## src/rtl/pas_pkg.sv

```systemverilog
package pas_pkg;

  typedef enum logic [2:0] {
    ST_IDLE    = 3'd0,
    ST_DPRST   = 3'd1,
    ST_WCLK    = 3'd2,
    ST_WCDR    = 3'd3,
    ST_ARST    = 3'd4,
    ST_PREWAIT = 3'd5,
    ST_SETPH   = 3'd6,
    ST_DONE    = 3'd7
  } pas_state_e;

  localparam logic [7:0] PAS_OVRD_SETTING = 8'b1000_0000;

  function automatic int pas_max2(input int a, input int b);
    return (a > b) ? a : b;
  endfunction

  function automatic int pas_max4(input int a, input int b, input int c, input int d);
    return pas_max2(pas_max2(a, b), pas_max2(c, d));
  endfunction

endpackage

```

## src/rtl/pas_step_timer.sv

```systemverilog
module pas_step_timer #(
  parameter int CNT_W = 6
) (
  input  logic             clk,
  input  logic             rst_n,
  input  logic             clear_i,
  output logic [CNT_W-1:0] count_o
);

  localparam logic [CNT_W-1:0] CNT_SAT = {CNT_W{1'b1}};

  logic [CNT_W-1:0] count_q;

  always_ff @(posedge clk or negedge rst_n) begin
    if (!rst_n) begin
      count_q <= '0;
    end else if (clear_i) begin
      count_q <= '0;
    end else if (count_q != CNT_SAT) begin
      count_q <= count_q + 1'b1;
    end
  end

  assign count_o = count_q;

endmodule

```

## src/rtl/pas_ctrl_fsm.sv

```systemverilog
module pas_ctrl_fsm
  import pas_pkg::*;
#(
  parameter bit USE_CLKGEN    = 1'b1,
  parameter int DP_RST_CYC    = 4,
  parameter int ALIGN_RST_CYC = 20,
  parameter int PRE_SET_CYC   = 32,
  parameter int SET_CYC       = 32,
  parameter int CNT_W         = 6
) (
  input  logic             clk,
  input  logic             rst_n,
  input  logic             start_i,
  input  logic             clkgen_lock_i,
  input  logic             cdr_lock_i,
  input  logic [CNT_W-1:0] count_i,
  output pas_state_e       state_o,
  output logic             clear_o
);

  localparam logic [CNT_W-1:0] DP_LAST  = CNT_W'(DP_RST_CYC - 1);
  localparam logic [CNT_W-1:0] AR_LAST  = CNT_W'(ALIGN_RST_CYC - 1);
  localparam logic [CNT_W-1:0] PRE_LAST = CNT_W'(PRE_SET_CYC - 1);
  localparam logic [CNT_W-1:0] SET_LAST = CNT_W'(SET_CYC - 1);

  pas_state_e state_q, state_d;
  logic       clk_ok;
  logic       locks_ok;

  generate
    if (USE_CLKGEN) begin : g_clkgen_used
      assign clk_ok = clkgen_lock_i;
    end else begin : g_clkgen_skipped
      assign clk_ok = 1'b1;
    end
  endgenerate

  assign locks_ok = cdr_lock_i & clk_ok;

  always_comb begin
    state_d = state_q;
    if (start_i) begin
      state_d = ST_DPRST;
    end else begin
      unique case (state_q)
        ST_IDLE: state_d = ST_IDLE;
        ST_DPRST: begin
          if (count_i == DP_LAST) begin
            state_d = USE_CLKGEN ? ST_WCLK : ST_WCDR;
          end
        end
        ST_WCLK: begin
          if (clkgen_lock_i) state_d = ST_WCDR;
        end
        ST_WCDR: begin
          if (!clk_ok)         state_d = ST_DPRST;
          else if (cdr_lock_i) state_d = ST_ARST;
        end
        ST_ARST: begin
          if (!locks_ok)              state_d = ST_DPRST;
          else if (count_i == AR_LAST) state_d = ST_PREWAIT;
        end
        ST_PREWAIT: begin
          if (!locks_ok)               state_d = ST_DPRST;
          else if (count_i == PRE_LAST) state_d = ST_SETPH;
        end
        ST_SETPH: begin
          if (!locks_ok)               state_d = ST_DPRST;
          else if (count_i == SET_LAST) state_d = ST_DONE;
        end
        ST_DONE: state_d = ST_DONE;
        default: state_d = ST_IDLE;
      endcase
    end
  end

  always_ff @(posedge clk or negedge rst_n) begin
    if (!rst_n) state_q <= ST_IDLE;
    else        state_q <= state_d;
  end

  assign clear_o = start_i | (state_d != state_q);
  assign state_o = state_q;

endmodule

```

## src/rtl/pas_out_decode.sv

```systemverilog
module pas_out_decode
  import pas_pkg::*;
(
  input  pas_state_e  state_i,
  output logic        dp_rst_o,
  output logic        align_rst_o,
  output logic        pa_en_o,
  output logic        set_phase_o,
  output logic        done_o
);

  always_comb begin
    dp_rst_o    = 1'b0;
    align_rst_o = 1'b0;
    pa_en_o     = 1'b0;
    set_phase_o = 1'b0;
    done_o      = 1'b0;
    unique case (state_i)
      ST_DPRST:   dp_rst_o = 1'b1;
      ST_ARST:    align_rst_o = 1'b1;
      ST_PREWAIT: pa_en_o = 1'b1;
      ST_SETPH: begin
        pa_en_o     = 1'b1;
        set_phase_o = 1'b1;
      end
      ST_DONE: begin
        pa_en_o = 1'b1;
        done_o  = 1'b1;
      end
      default: ;
    endcase
  end

endmodule

```

## src/rtl/phase_align_sequencer.sv

```systemverilog
module phase_align_sequencer
  import pas_pkg::*;
#(
  parameter bit USE_CLKGEN    = 1'b1,
  parameter int DP_RST_CYC    = 4,
  parameter int ALIGN_RST_CYC = 20,
  parameter int PRE_SET_CYC   = 32,
  parameter int SET_CYC       = 32
) (
  input  logic       clk,
  input  logic       rst_n,
  input  logic       start_i,
  input  logic       clkgen_lock_i,
  input  logic       cdr_lock_i,
  output logic       dp_rst_o,
  output logic       align_rst_o,
  output logic       pa_en_o,
  output logic       set_phase_o,
  output logic       dly_ovrd_o,
  output logic       dly_dis_o,
  output logic [7:0] ovrd_setting_o,
  output logic       done_o
);

  localparam int MAX_CYC = pas_max4(DP_RST_CYC, ALIGN_RST_CYC, PRE_SET_CYC, SET_CYC);
  localparam int CNT_W   = $clog2(MAX_CYC + 1);

  pas_state_e       state;
  logic             timer_clear;
  logic [CNT_W-1:0] step_count;

  pas_step_timer #(.CNT_W(CNT_W)) u_timer (
    .clk     (clk),
    .rst_n   (rst_n),
    .clear_i (timer_clear),
    .count_o (step_count)
  );

  pas_ctrl_fsm #(
    .USE_CLKGEN    (USE_CLKGEN),
    .DP_RST_CYC    (DP_RST_CYC),
    .ALIGN_RST_CYC (ALIGN_RST_CYC),
    .PRE_SET_CYC   (PRE_SET_CYC),
    .SET_CYC       (SET_CYC),
    .CNT_W         (CNT_W)
  ) u_fsm (
    .clk           (clk),
    .rst_n         (rst_n),
    .start_i       (start_i),
    .clkgen_lock_i (clkgen_lock_i),
    .cdr_lock_i    (cdr_lock_i),
    .count_i       (step_count),
    .state_o       (state),
    .clear_o       (timer_clear)
  );

  pas_out_decode u_dec (
    .state_i     (state),
    .dp_rst_o    (dp_rst_o),
    .align_rst_o (align_rst_o),
    .pa_en_o     (pa_en_o),
    .set_phase_o (set_phase_o),
    .done_o      (done_o)
  );

  assign dly_ovrd_o     = 1'b1;
  assign dly_dis_o      = 1'b1;
  assign ovrd_setting_o = PAS_OVRD_SETTING;

endmodule

```

## config.mk

```make
export PLATFORM = sky130hd
export DESIGN_NAME = phase_align_sequencer
export DESIGN_NICKNAME = d
export VERILOG_FILES = /design/src/rtl/pas_pkg.sv /design/src/rtl/pas_step_timer.sv /design/src/rtl/pas_ctrl_fsm.sv /design/src/rtl/pas_out_decode.sv /design/src/rtl/phase_align_sequencer.sv
export SDC_FILE = /design/constraint.sdc
export NUM_CORES = 1
export LEC_CHECK = 0
export BUFFER_PORTS_ARGS = -buffer_cell sky130_fd_sc_hd__buf_2
export CAP_MARGIN = 40
export CORE_MARGIN = 3
export CORE_UTILIZATION = 40
export CTS_CLUSTER_SIZE = 14
export DETAILED_ROUTE_END_ITERATION = 7
export GPL_ROUTABILITY_DRIVEN = 1
export PLACE_DENSITY = 0.76
export SETUP_SLACK_MARGIN = 0.5
export SLEW_MARGIN = 20
export SYNTH_ARGS = -nofsm -noshare
export SYNTH_HDL_FRONTEND = slang
export SYNTH_SLANG_ARGS = --single-unit
```

## constraint.sdc

```tcl
create_clock -name clk -period 4.14 [get_ports clk]
set_input_delay 0.207 -clock clk [delete_from_list [all_inputs] [get_ports clk]]
set_output_delay 0.207 -clock clk [all_outputs]
set_load 0.02 [all_outputs]
```

==> metrics.yaml, run 1 <==
routing:
  wl_met3_um: 76
  drc: 0
  wl_met2_um: 693
  postRouteAntennaNets: 0
  via_count: 619
  drt_iter0_drc: 17
  vias_per_cell: 5.12
  dr.pass1.iters: 6
  routedWlPerCell_um: 11.6
  drt-met1-wl_um: 620
  drt_wl_total_mm: 1.40
  top_layer_used: "met4"
synthesis:
  yosys_register_bits: 9
  yosys-top-cells-area: "dfrtp_1 (31%), buf_4 (10%), nor2_1 (6.7%)"
  syn_avg_cell_area_sq_um: 8.27
  synth_top_flop_cell: "dfrtp_1"
  ys_top_cells_by_count: "nor2_1 (13), buf_4 (10), dfrtp_1 (9), nand2_1 (5)"
  synth_edf_count: 0
  synthCells: 88
  ys_seq_area_share_pct: 30.9
  synth_cell_types: 39
  async_flop_share_pct: 100
  syn_area_sq_um: 728
  synth_top_area_cell: "dfrtp_1"
  synth_top_area_share_pct: 30.9
  synth_most_common_cell: "nor2_1"
  ys_warn_count: 0
sta:
  finClkSkew_ns: 0.000722
  setup-violations-final: 0
  fin_crit_ns: 1.84
  post-route-period-util_pct: 44.5
  fmax_mhz: 542
  tns_ns: 0
  whs_ns: 0.157
  slew_viol_final: 0
  rsz0062_at_grt: "no"
  hold_viol_final: 0
  fin_ws_ns: 2.30
finish:
  fin_nets: 104
  diodes: 0
  instances_no_fill: 121
  syn2layout_area_growth_pct: 6.36
  drive_gt1_share_pct: 16.5
  utilization_pct: 48.1
setup_path:
  cp.required_ns: 4.28
  crit_type: "flop to flop"
  worstPathMaxFanout: 7
  arrival_ns: 1.98
  critPathLaunchType: "flop"
  end_kind: "flop"
  r2r_slack_ns: 2.30
placement:
  dp_hpwl_mm: 1.10
  place_ws_ns: 2.31
  portBuffers: 9
  placed_cells: 116
  place_congestion: 0.827
run_status:
  status: "complete, no violations"
global_route:
  antenna_found_initial: 0
  grt_pass1_wl_mm: 2.33
  grt_pass1_vias: 580
  grt_max_degree: 10
  grt.total_usage_pct: 12.2
  grt_overflow_total: 0
floorplan:
  ioPinCount: 20
  dieArea_sq_um: 2370
  die_h_um: 48.7
  core_area_sq_um: 1610
  die_w_um: 48.7
  initial_core_util_pct: 45.2
  rows: 14
pwr:
  leakage_nw: 0.324
  power_density_nw_per_um2: 387
  vdd_drop_max_uv: 226
clocking:
  cts-buffers-inserted: 3
  cts_num_sinks: 9
  clock_latency_ns: 0.26
  cts_root_buffer: "clkbuf_4"
  clk_transition_reported_paths_ns: 0.06
  cts_tree: "done"
  h-tree-depth: 1
  ctsLongestPathBuffers: 2
flow_run:
  cap_viol_max_count: 0
hold_path:
  hold_path.class: "input pin to flop"
worst max-delay path: stages (launching register included):
cell and delay, ns:
dfrtp_1 0.41, ha_1 0.29, nand3b_1 0.24, o21bai_1 0.13, a221oi_2 0.27, or3b_1 0.37
worst paths after layout:
check	startpoint	end	cells after the start
worst min register to register	u_timer.count_o[5]$_DFFE_PN0P_	u_timer.count_o[5]$_DFFE_PN0P_	2
max in group asynchronous	rst_n	u_timer.count_o[0]$_DFFE_PN0P_	2
worst max-delay path	u_timer.count_o[0]$_DFFE_PN0P_	u_fsm.state_o[0]$_DFF_PN0_	5
min in group asynchronous	rst_n	u_timer.count_o[2]$_DFFE_PN0P_	2
worst min-delay path	start_i	u_fsm.state_o[2]$_DFF_PN0_	2
worst max register to register	u_timer.count_o[0]$_DFFE_PN0P_	u_fsm.state_o[0]$_DFF_PN0_	5
stage by stage:
stage / cell area [sq um] / total power [mW]
global route: 774 / 0.324
floorplan: 758 / 0.217
global placement: 738 / 0.230
detailed placement: 738 / 0.234
finish: 774 / 0.300
CTS: 774 / 0.302
registers in the layout (all words and copies together) (netlist names):
| register | flops |
|---|---|
| u_timer.count_o | 6 |
| u_fsm.state_o | 3 |
where the power goes:
group	leakage (nW)	total (mW)	internal, mW	switching (mW)
Combinational	0.190	0.106	0.0445	0.0613
Sequential	0.119	0.127	0.102	0.0249
Clock	0.0150	0.0665	0.0371	0.0294
Total	0.324	0.300	0.184	0.116
logic make-up (layout without fill, tap and decap cells):
logic type,count (synthesis),in the layout,synth area share (%)
AND/OR/NAND/NOR,37,37,26.5
buffers and inverters,16,17,14.6
AO/OA/AOI/OAI,19,19,20.1
flip-flops,9,9,30.9
multiplexers,1,1,1.37
adder cells (fa/ha/maj),2,2,3.09
other,2,10,1.03
XOR/XNOR,2,2,2.41
layout make-up:
| type | count | area [sq um] |
|---|---|---|
| multi-input combinational | 71 | 427 |
| clock buffer | 4 | 26.3 |
| inverter | 3 | 11.3 |
| tap | 24 | 30.0 |
| fill | 158 | 837 |
| timing repair buffer | 10 | 55.1 |
| sequential | 9 | 225 |
layer usage:
layer	track usage (%)	up-vias
met5	0	-
met4	4.74	0
met3	4.60	4
met2	19.7	16
met1	14.7	292
li1	-	307
placed cells by master, fill, tap and decap left out, drive strengths merged, types with 2 or more instances in the layout:
cell type	netlist	layout
o21ai	4	4
nand4	2	2
a21o	2	2
a211oi	2	2
nand3	2	2
inv	3	3
a21oi	2	2
nand3b	2	2
nand2	5	5
nor2	13	13
conb	2	10
buf	12	9
nor3	5	5
nand2b	4	4
clkbuf	1	4
dfrtp	9	9
what timing repair did:
item / 4_1_cts / 5_1_grt
gates resized for setup: 0 / 0
buffers inserted: 0 / 0
hold buffers: 1 / 0
endpoints found under the hold margin: 9 / 0
setup endpoints to repair: 0 / 0
No activity file was read; power rests on OpenSTA's default activity.
==> inputs of run 2 (changes only) <==
--- a/config.mk
+++ b/config.mk
@@ -5,6 +5,7 @@
 export SDC_FILE = /design/constraint.sdc
 export NUM_CORES = 1
 export LEC_CHECK = 0
+export ABC_AREA = 1
 export BUFFER_PORTS_ARGS = -buffer_cell sky130_fd_sc_hd__buf_2
 export CAP_MARGIN = 40
 export CORE_MARGIN = 3
@@ -12,7 +13,7 @@
 export CTS_CLUSTER_SIZE = 14
 export DETAILED_ROUTE_END_ITERATION = 7
 export GPL_ROUTABILITY_DRIVEN = 1
-export PLACE_DENSITY = 0.76
+export PLACE_DENSITY = 0.74
 export SETUP_SLACK_MARGIN = 0.5
 export SLEW_MARGIN = 20
 export SYNTH_ARGS = -nofsm -noshare
==> constraint.sdc (replaced) <==
create_clock -name clk -period 1.9 [get_ports clk]
set_input_delay 0.095 -clock clk [delete_from_list [all_inputs] [get_ports clk]]
set_output_delay 0.095 -clock clk [all_outputs]
set_load 0.02 [all_outputs]
==> run 2 against run 1 <==
Effect of this change:
- synthesized cell count is 33% higher
- first-iteration DRC count up 29%
- power increased to 2.7 times the previous value
- highest routed layer unchanged
- largest power group is now combinational logic
- combinational power rose to 3.7 times the previous value
==> metrics.yaml, run 2 <==
setup_path:
  arrival_ns: 1.67  # was 1.98 ns
  critPathLaunchType: "flop"  # unchanged
  path_buf_inv: 0  # unchanged
  crit_family: "simple AND/OR/NAND/NOR gates"  # unchanged
  cp_slowest_stage_delay_ns: 0.38  # was 0.41 ns
  path_cells: "ha_4 > nand2_4 > nor2_4 > nand3_2 > nand2_1 > nand3_1 > nor2_2 > nor2_4 > nor3_2"  # was ha_1 > nand3b_1 > o21bai_1 > a221oi_2 > or3b_1
  slowest_stage: "dfrtp_1"  # unchanged
  cp.required_ns: 2.06  # was 4.28 ns
  end_kind: "flop"  # unchanged
  crit_top_cell: "nor2_4"
  crit_type: "flop to flop"  # unchanged
  worstPathMaxFanout: 6  # was 7
placement:
  portBuffers: 9  # unchanged
  place_ws_ns: 0.203  # was 2.31 ns
  placed_cells: 148  # was 116
  dp_hpwl_mm: 1.39  # was 1.10 mm
  placed_area_sq_um: 900  # was 738 sq um
  place_congestion: 0.858  # was 0.827
global_route:
  grt_pass1_vias: 768  # was 580
  grt_max_degree: 10  # unchanged
  antenna_found_initial: 0  # unchanged
  grt_pass1_wl_mm: 3.13  # was 2.33 mm
  grt_overflow_total: 0  # unchanged
  grt.total_usage_pct: 15.2  # was 12.2%
synthesis:
  synthCells: 117  # was 88
  synth_mux_area_share_pct: 1.19  # was 1.37%
  yosys_register_bits: 9  # unchanged
  async_flop_share_pct: 100  # unchanged
  yosys.area_share.simple_pct: 44.1  # was 26.5%
  synth_top_area_cell: "dfrtp_1"  # unchanged
  syn_avg_cell_area_sq_um: 7.22  # was 8.27 sq um
  yosys-top-cells-area: "dfrtp_1 (27%), nand2_1 (9.8%), buf_4 (8.9%)"  # was dfrtp_1 (31%), buf_4 (10%), nor2_1 (6.7%)
  ys_warn_count: 0  # unchanged
  synthAdderAreaFrac_pct: 1.48  # was 3.09%
  synth_compound_area_share_pct: 7.41  # was 20.1%
  synth_cell_types: 27  # was 39
  synth-xor-area-share_pct: 1.04  # was 2.41%
  synth_top_family_by_area: "simple AND/OR/NAND/NOR gates"  # unchanged
  synth_top_area_share_pct: 26.7  # was 30.9%
  ys_top_cells_by_count: "nand2_1 (22), inv_1 (13), nor2_1 (12), nand3_1 (11), buf_4 (10)"  # was nor2_1 (13), buf_4 (10), dfrtp_1 (9), nand2_1 (5)
  synth_edf_count: 0  # unchanged
  ys_seq_area_share_pct: 26.7  # was 30.9%
  synth_most_common_cell: "nand2_1"  # was nor2_1
  synth_top_flop_cell: "dfrtp_1"  # unchanged
  syn_area_sq_um: 845  # was 728 sq um
pwr:
  vdd_drop_max_uv: 667  # was 226 uV
  seqPwrFrac_pct: 34.3  # was 42.5%
  switching_power_mw: 0.347  # was 0.116 mW
  power_mw: 0.806  # was 0.300 mW
  power_density_nw_per_um2: 785  # was 387 nW/um^2
  p_sw_share_pct: 43.1  # was 38.6%
  clockPowerShare_pct: 16.7  # was 22.2%
  comb_power_share_pct: 49.0  # was 35.3%
  leakage_nw: 0.493  # was 0.324 nW
  internal_power_mw: 0.459  # was 0.184 mW
sta:
  slew_viol_final: 0  # unchanged
  rsz0062_at_grt: "yes"  # was no
  hold_viol_final: 0  # unchanged
  tns_ns: 0  # unchanged
  finClkSkew_ns: 0.000243  # was 0.000722 ns
  fin_ws_ns: 0.397  # was 2.30 ns
  post-route-period-util_pct: 79.1  # was 44.5%
  setup-violations-final: 0  # unchanged
  fmax_mhz: 665  # was 542 MHz
  whs_ns: 0.124  # was 0.157 ns
  fin_crit_ns: 1.50  # was 1.84 ns
routing:
  routedWlPerCell_um: 11.5  # was 11.6 um
  drc: 0  # unchanged
  drt_iter0_drc: 22  # was 17
  via_count: 798  # was 619
  drt_wl_total_mm: 1.85  # was 1.40 mm
  dr.pass1.iters: 4  # was 6
  vias_per_cell: 4.99  # was 5.12
  postRouteAntennaNets: 0  # unchanged
floorplan:
  dieArea_sq_um: 2700  # was 2370 sq um
  core_area_sq_um: 1860  # was 1610 sq um
  die_h_um: 52.0  # was 48.7 um
  ioPinCount: 20  # unchanged
  initial_core_util_pct: 45.5  # was 45.2%
  die_w_um: 52.0  # was 48.7 um
  rows: 15  # was 14
clocking:
  ctsLongestPathBuffers: 2  # unchanged
  cts_tree: "done"  # unchanged
  h-tree-depth: 1  # unchanged
  clock_latency_ns: 0.24  # was 0.26 ns
  cts-buffers-inserted: 3  # unchanged
  clk_transition_reported_paths_ns: 0.05  # was 0.06 ns
  cts_root_buffer: "clkbuf_4"  # unchanged
  cts_num_sinks: 9  # unchanged
run_status:
  status: "complete, no violations"  # unchanged
finish:
  utilization_pct: 55.3  # was 48.1%
  syn2layout_area_growth_pct: 21.6  # was 6.36%
  final_cell_mix: "nand2_1 (18), inv_1 (11), conb_1 (10)"  # was nor2_1 (13), conb_1 (10), buf_2 (9), dfrtp_1 (9), nand2_1 (5)
  fin_nets: 142  # was 104
  diodes: 0  # unchanged
  largest_reg_flops: 6  # unchanged
  final_common_cell: "nand2_1"  # was nor2_1
  drive_gt1_share_pct: 39.3  # was 16.5%
  fin_area_sq_um: 1030  # was 774 sq um
  instances_no_fill: 160  # was 121
hold_path:
  hold_path.class: "input pin to flop"  # unchanged
flow_run:
  cap_viol_max_count: 0  # unchanged
-- run 2: final timing paths --
check,from,endpoint,slack (ns),cells after the start
max,u_timer.count_o[1]$_DFFE_PN0P_,u_timer.count_o[5]$_DFFE_PN0P_,0.40,9
min,start_i,u_fsm.state_o[0]$_DFF_PN0_,0.12,3
max reg2reg,u_timer.count_o[1]$_DFFE_PN0P_,u_timer.count_o[5]$_DFFE_PN0P_,0.40,9
min reg2reg,u_fsm.state_o[0]$_DFF_PN0_,u_fsm.state_o[2]$_DFF_PN0_,0.73,2
max in group asynchronous,rst_n,u_fsm.state_o[2]$_DFF_PN0_,1.49,2
min in group asynchronous,rst_n,u_timer.count_o[3]$_DFFE_PN0P_,0.22,2
-- run 2: what timing repair did --
action                                  CTS  global route
hold buffers                              1             0
resized for setup                         9             8
setup buffers                             5             2
hold endpoints to repair                  9             0
endpoints found under the setup margin   10             7
pin swaps                                 3             3
-- run 2: layer usage --
layer	share of wire (%)	global-route usage (%)
met2	49	25.9
met3	6.9	2.87
met1	43	18.5
met5	0	0
met4	0.54	6.55
-- run 2: power groups by stage --
stage               combinational (mW)  clock, mW  sequential (mW)
finish                           0.395      0.135            0.276
global route                     0.435      0.155            0.281
CTS                              0.387      0.143            0.271
detailed placement               0.316          0            0.288
global placement                 0.307          0            0.286
floorplan                        0.286          0            0.273
-- run 2: cell families (layout without fill, tap and decap cells) --
kind of cell | Yosys count | count (layout)
fa+ha+maj | 1 | 1
compound gates | 11 | 11
flops | 9 | 9
mux | 1 | 1
other cells | 2 | 10
xor+xnor | 1 | 1
simple gates | 66 | 66
buf+inv | 26 | 36
-- run 2: worst register-to-register path, cell delays in order (launching register included) --
cell     delay, ns
dfrtp_1       0.38
ha_4          0.20
nand2_4       0.07
nor2_4        0.13
nand3_2       0.08
nand2_1       0.06
nand3_1       0.07
nor2_2        0.16
nor2_4        0.09
nor3_2        0.18
-- run 2: area by class of cell --
type | count | area (sq um)
clock buffer | 4 | 26.3
fill | 159 | 831
inverter | 15 | 61.3
multi-input combinational | 90 | 576
sequential | 9 | 229
tap | 25 | 31.3
timing repair buffer | 17 | 104
